==> config.mk <==
export PLATFORM = sky130hd
export DESIGN_NAME = ccd_clock_seq
export DESIGN_NICKNAME = d
export VERILOG_FILES = /design/src/rtl/ccd_clock_seq.sv
export SDC_FILE = /design/constraint.sdc
export NUM_CORES = 1
export LEC_CHECK = 0
export ABC_CLOCK_PERIOD_IN_PS = 4100
export BUFFER_PORTS_ARGS = -buffer_cell sky130_fd_sc_hd__buf_2
export CAP_MARGIN = 20
export CORE_AREA = 5 5 56 48
export DETAILED_ROUTE_END_ITERATION = 16
export DIE_AREA = 0 0 61 53
export HOLD_SLACK_MARGIN = 0.06
export PLACE_DENSITY = 0.67
export SYNTH_ARGS = -nofsm -noshare
export SYNTH_HDL_FRONTEND = slang
export SYNTH_SLANG_ARGS = --single-unit
==> constraint.sdc <==
create_clock -name clk -period 4.1 [get_ports clk]
set_input_delay 0.41 -clock clk [delete_from_list [all_inputs] [get_ports clk]]
set_output_delay 0.41 -clock clk [all_outputs]
set_load 0.1 [all_outputs]
==> src/rtl/ccd_clock_seq.sv <==
module ccd_clock_seq #(
  parameter int PIX      = 8,
  parameter int LINES    = 4,
  parameter int V_CYC    = 2,
  parameter int H_CYC    = 4,
  parameter int SAMP_DLY = 1,
  parameter int RST_W    = 1
) (
  input  logic clk,
  input  logic rst_n,
  input  logic start,
  output logic vert_a,
  output logic vert_b,
  output logic horz_a,
  output logic horz_b,
  output logic node_rst,
  output logic smp_stb,
  output logic done
);
  localparam int CMAX = (V_CYC > H_CYC) ? V_CYC : H_CYC;
  localparam int CW   = $clog2(CMAX + 1);
  localparam int PW   = $clog2(PIX + 1);
  localparam int LW   = $clog2(LINES + 1);
  localparam logic [CW-1:0] V_LAST = CW'(V_CYC - 1);
  localparam logic [CW-1:0] H_LAST = CW'(H_CYC - 1);
  localparam logic [CW-1:0] S_IDX  = CW'(SAMP_DLY);
  localparam logic [CW-1:0] R_END  = CW'(SAMP_DLY + RST_W);
  localparam logic [PW-1:0] P_LAST = PW'(PIX - 1);
  localparam logic [LW-1:0] L_LAST = LW'(LINES - 1);

  typedef enum logic [2:0] {S_IDLE, S_VA, S_VB, S_HHI, S_HLO} st_t;

  st_t st;
  logic [CW-1:0] cnt;
  logic [PW-1:0] pix;
  logic [LW-1:0] line;

  always_ff @(posedge clk) begin
    if (!rst_n) begin
      st   <= S_IDLE;
      cnt  <= '0;
      pix  <= '0;
      line <= '0;
      done <= 1'b0;
    end else begin
      done <= 1'b0;
      case (st)
        S_IDLE: if (start) begin
          st   <= S_VA;
          cnt  <= '0;
          line <= '0;
        end
        S_VA: if (cnt == V_LAST) begin
          st  <= S_VB;
          cnt <= '0;
        end else cnt <= cnt + 1'b1;
        S_VB: if (cnt == V_LAST) begin
          st  <= S_HHI;
          cnt <= '0;
          pix <= '0;
        end else cnt <= cnt + 1'b1;
        S_HHI: if (cnt == H_LAST) begin
          st  <= S_HLO;
          cnt <= '0;
        end else cnt <= cnt + 1'b1;
        S_HLO: if (cnt == H_LAST) begin
          cnt <= '0;
          if (pix != P_LAST) begin
            pix <= pix + 1'b1;
            st  <= S_HHI;
          end else if (line != L_LAST) begin
            line <= line + 1'b1;
            st   <= S_VA;
          end else begin
            st   <= S_IDLE;
            done <= 1'b1;
          end
        end else cnt <= cnt + 1'b1;
        default: st <= S_IDLE;
      endcase
    end
  end

  assign vert_a   = (st == S_VA);
  assign vert_b   = (st == S_VB);
  assign horz_b   = (st == S_HHI);
  assign horz_a   = ~horz_b;
  assign smp_stb  = (st == S_HLO) && (cnt == S_IDX);
  assign node_rst = (st == S_HLO) && (cnt > S_IDX) && (cnt <= R_END);
endmodule

==> out/metrics.cfg <==
[outcome]
run_status=finished clean

[timing]
slew_at_the_pin_with_the_worst_max_slew_slack_ns=0.702
finalSetupTns_ns=0
slew_violations=0
rsz0062_at_grt=no
finalCriticalPeriod_ns=2.45
fin_skew_ns=0.00810
setup_viol_count_final=0
hold_ws_ns=0.460
slew_headroom_pct=53.2
fin_crit_sh_pct=59.9
peak_freq_ghz=0.407
timing_hold_violations_final=0

[placed_design]
dpl.hpwl_um=1630
place_area_mm2=0.00102
port_buffers=9
numPlacedInstances=150
place_congestion=0.863

[synthesis]
per_instance_average_area_after_synthesis_um2=8.00
seq_area_frac_synth_pct=28.7
synth_edf_count=0
post_synth_most_frequent_cells=14 x sky130_fd_sc_hd__dfxtp_1, 14 x sky130_fd_sc_hd__nand2_1, 13 x sky130_fd_sc_hd__nor2_1
synth_area_leaders=sky130_fd_sc_hd__dfxtp_1 29%, sky130_fd_sc_hd__ha_1 10%, sky130_fd_sc_hd__nand2_1 5.4%, sky130_fd_sc_hd__nor2_1 5.0%, sky130_fd_sc_hd__a21oi_1 4.1%
syn-cell-area_um2=976
synth_top_area_share_pct=28.7
synthArstFlopShare_pct=0
synth.net_count=133
syn_inst=122
netlist.top_cell.by_area=sky130_fd_sc_hd__dfxtp_1
synth_flop_cell=sky130_fd_sc_hd__dfxtp_1
yosys.cell_types.count=38
postSynthRegisterBits=14
ys.warnings.count=0

[critical_path]
cp.buffers_inverters=1
worstSetupEndpointType=primary output
regToRegSetupSlack_ns=2.00
critical-path-top-delay-family=flip-flops
critPathRequiredTime_ns=3.69
cp_cell_sequence=nand2_1 -> nor4_2 -> buf_2
path_depth=3
startpoint_of_the_lowest_slack_register_to_register_path=st[2]
crit_path_start_kind=flop
critical-path-slowest-cell=sky130_fd_sc_hd__dfxtp_1
cp_slowest_stage_delay_ns=0.78
class_of_the_most_critical_setup_path=flop to primary output
number_of_cells_on_the_worst_reg_to_reg_path=5
cp-startpoint=st[2]
cp.arrival_ns=2.04
critical_path.endpoint=node_rst
cp_max_fo=22
crit-reg2reg-capture=line[0]

[floorplan]
floorplan.initialDensity_pct=47.3
die_width_um=61
fp.coreArea_mm2=0.00206
die-height_um=53
num_io_pins=10
fp-row-count=15
die_area_mm2=0.00323

[clock_tree]
cts_made_buffers=3
clockBufferDepth=2
h_tree_lvl_count=1
cts_hold_buffers=0
clock_insertion_delay_worst_skew_ns=0.29
quantity_of_gates_resized_following_cts=0
cts_tree=built
cts.repair_timing.setup_buffer_count=0
clk_transition_reported_paths_ns=0.10
clock_sinks=14
cts_root_buf=sky130_fd_sc_hd__clkbuf_4

[global_route]
grt-ovfl-total=0
grt_first_pass_wirelength_um=3710
grt_antenna_before_repair=0
grt_usage_pct=15.5
number_of_global_route_vias_before_repair=839
grt_start_max_net_pins=23

[drt]
routedLengthMet1_um=1040
wl_met3_um=124
post_drt_wl_per_cell_um=13.9
dr_total_vias=884
detailedRoute.firstPassIterationCount=4
routed-wl-met2_um=941
vias_per_cell=5.74
totalWireLength_um=2130
drc_errors=0
antenna_left=0
drt-initial-drc-count=48
maxUsedRoutingLayer=met4

[layout]
layout-area-overhead-vs-synth_pct=8.59
fillerInstances=222
post_layout_nonfiller_instances=154
design.final.nets=141
insertedDiodeCount=0
postLayoutCellArea_mm2=0.00106
drive_above_1_share_pct=17.1

[pwr]
cellLeakagePower_uw=0.000411
power.density_mw_per_mm2=290
ir_worst_vdd_mv=0.151

[run]
cap_viol_max_count=0

[hold_path]
hold_path_class=flop to flop

[how the worst min path moves through the flow]
stage	endpoint	from	slack [ns]	cells past startpoint
2_1_floorplan	pix[3]	pix[3]	0.42	1
4_1_cts	pix[3]	pix[3]	0.46	1
6_report	pix[3]	pix[3]	0.46	1
3_3_place_gp	pix[3]	pix[3]	0.44	1
3_5_place_dp	pix[3]	pix[3]	0.44	1
5_1_grt	cnt[2]	rst_n	0.47	2
[cell usage in the layout (no fill, tap or decap), drive strengths merged, types with 2 or more instances in the layout]
| cell type | netlist | layout |
|---|---|---|
| ha | 8 | 8 |
| nand2b | 2 | 2 |
| o21ai | 6 | 6 |
| clkbuf | 1 | 4 |
| nor3b | 3 | 3 |
| nand4b | 2 | 2 |
| dfxtp | 14 | 14 |
| o211ai | 2 | 2 |
| nand3 | 6 | 6 |
| nor3 | 4 | 4 |
| a22oi | 2 | 2 |
| inv | 9 | 9 |
| o22ai | 2 | 2 |
| buf | 5 | 9 |
| nor2 | 13 | 13 |
| a21oi | 8 | 8 |
| a31oi | 3 | 3 |
| mux2i | 3 | 3 |
| nand2 | 14 | 14 |
[where the power goes]
| group | switching [uW] | internal (uW) | leakage, uW |
|---|---|---|---|
| logic | 38.9 | 16.9 | 0.000277 |
| registers | 7.66 | 139 | 0.000113 |
| clock network | 50.7 | 54.2 | 0.0000210 |
[kinds of logic after synthesis]
group	Yosys count	share of synthesized area [%]
fa+ha+maj	8	10.3
flops	14	28.7
simple gates	51	29.7
compound gates	30	19.6
buf+inv	15	7.05
mux	4	4.62
[registers in the layout, summed over array words and instances, names as in the netlist]
name  flops
pix       4
done      1
cnt       3
line      3
st        3
[through the flow]
| stage | util (%) | setup WS, ns | total power [uW] |
|---|---|---|---|
| floorplan | - | 0.655 | 195 |
| global placement | 49.6 | 2.04 | 204 |
| finish | 51.3 | 1.65 | 307 |
| global route | 51.3 | 1.48 | 324 |
| CTS | 51.3 | 1.67 | 310 |
| detailed placement | 49.6 | 2.01 | 205 |
[per-layer routing]
metal	vias up	global-route usage (%)
met2	21	23.3
met5	-	0
met1	411	20.1
met4	0	7.22
met3	4	4.39
li1	448	-
[area by class of cell]
type | count | area (um2) | share of cell area (%)
clock buffer | 4 | 36.3 | 3.42
sequential | 14 | 280 | 26.4
timing repair buffer | 9 | 45.0 | 4.25
inverter | 9 | 33.8 | 3.19
tap | 25 | 31.3 | 2.95
multi-input combinational | 93 | 633 | 59.7
[worst register-to-register path: cells and delay by family (launching register included)]
kind,cells,cell delay (ns)
compound gates,1,0.16
mux,1,0.34
buf+inv,1,0.20
simple gates,2,0.52
flops,1,0.78
Note: power is estimated with default switching activity, not from simulation.
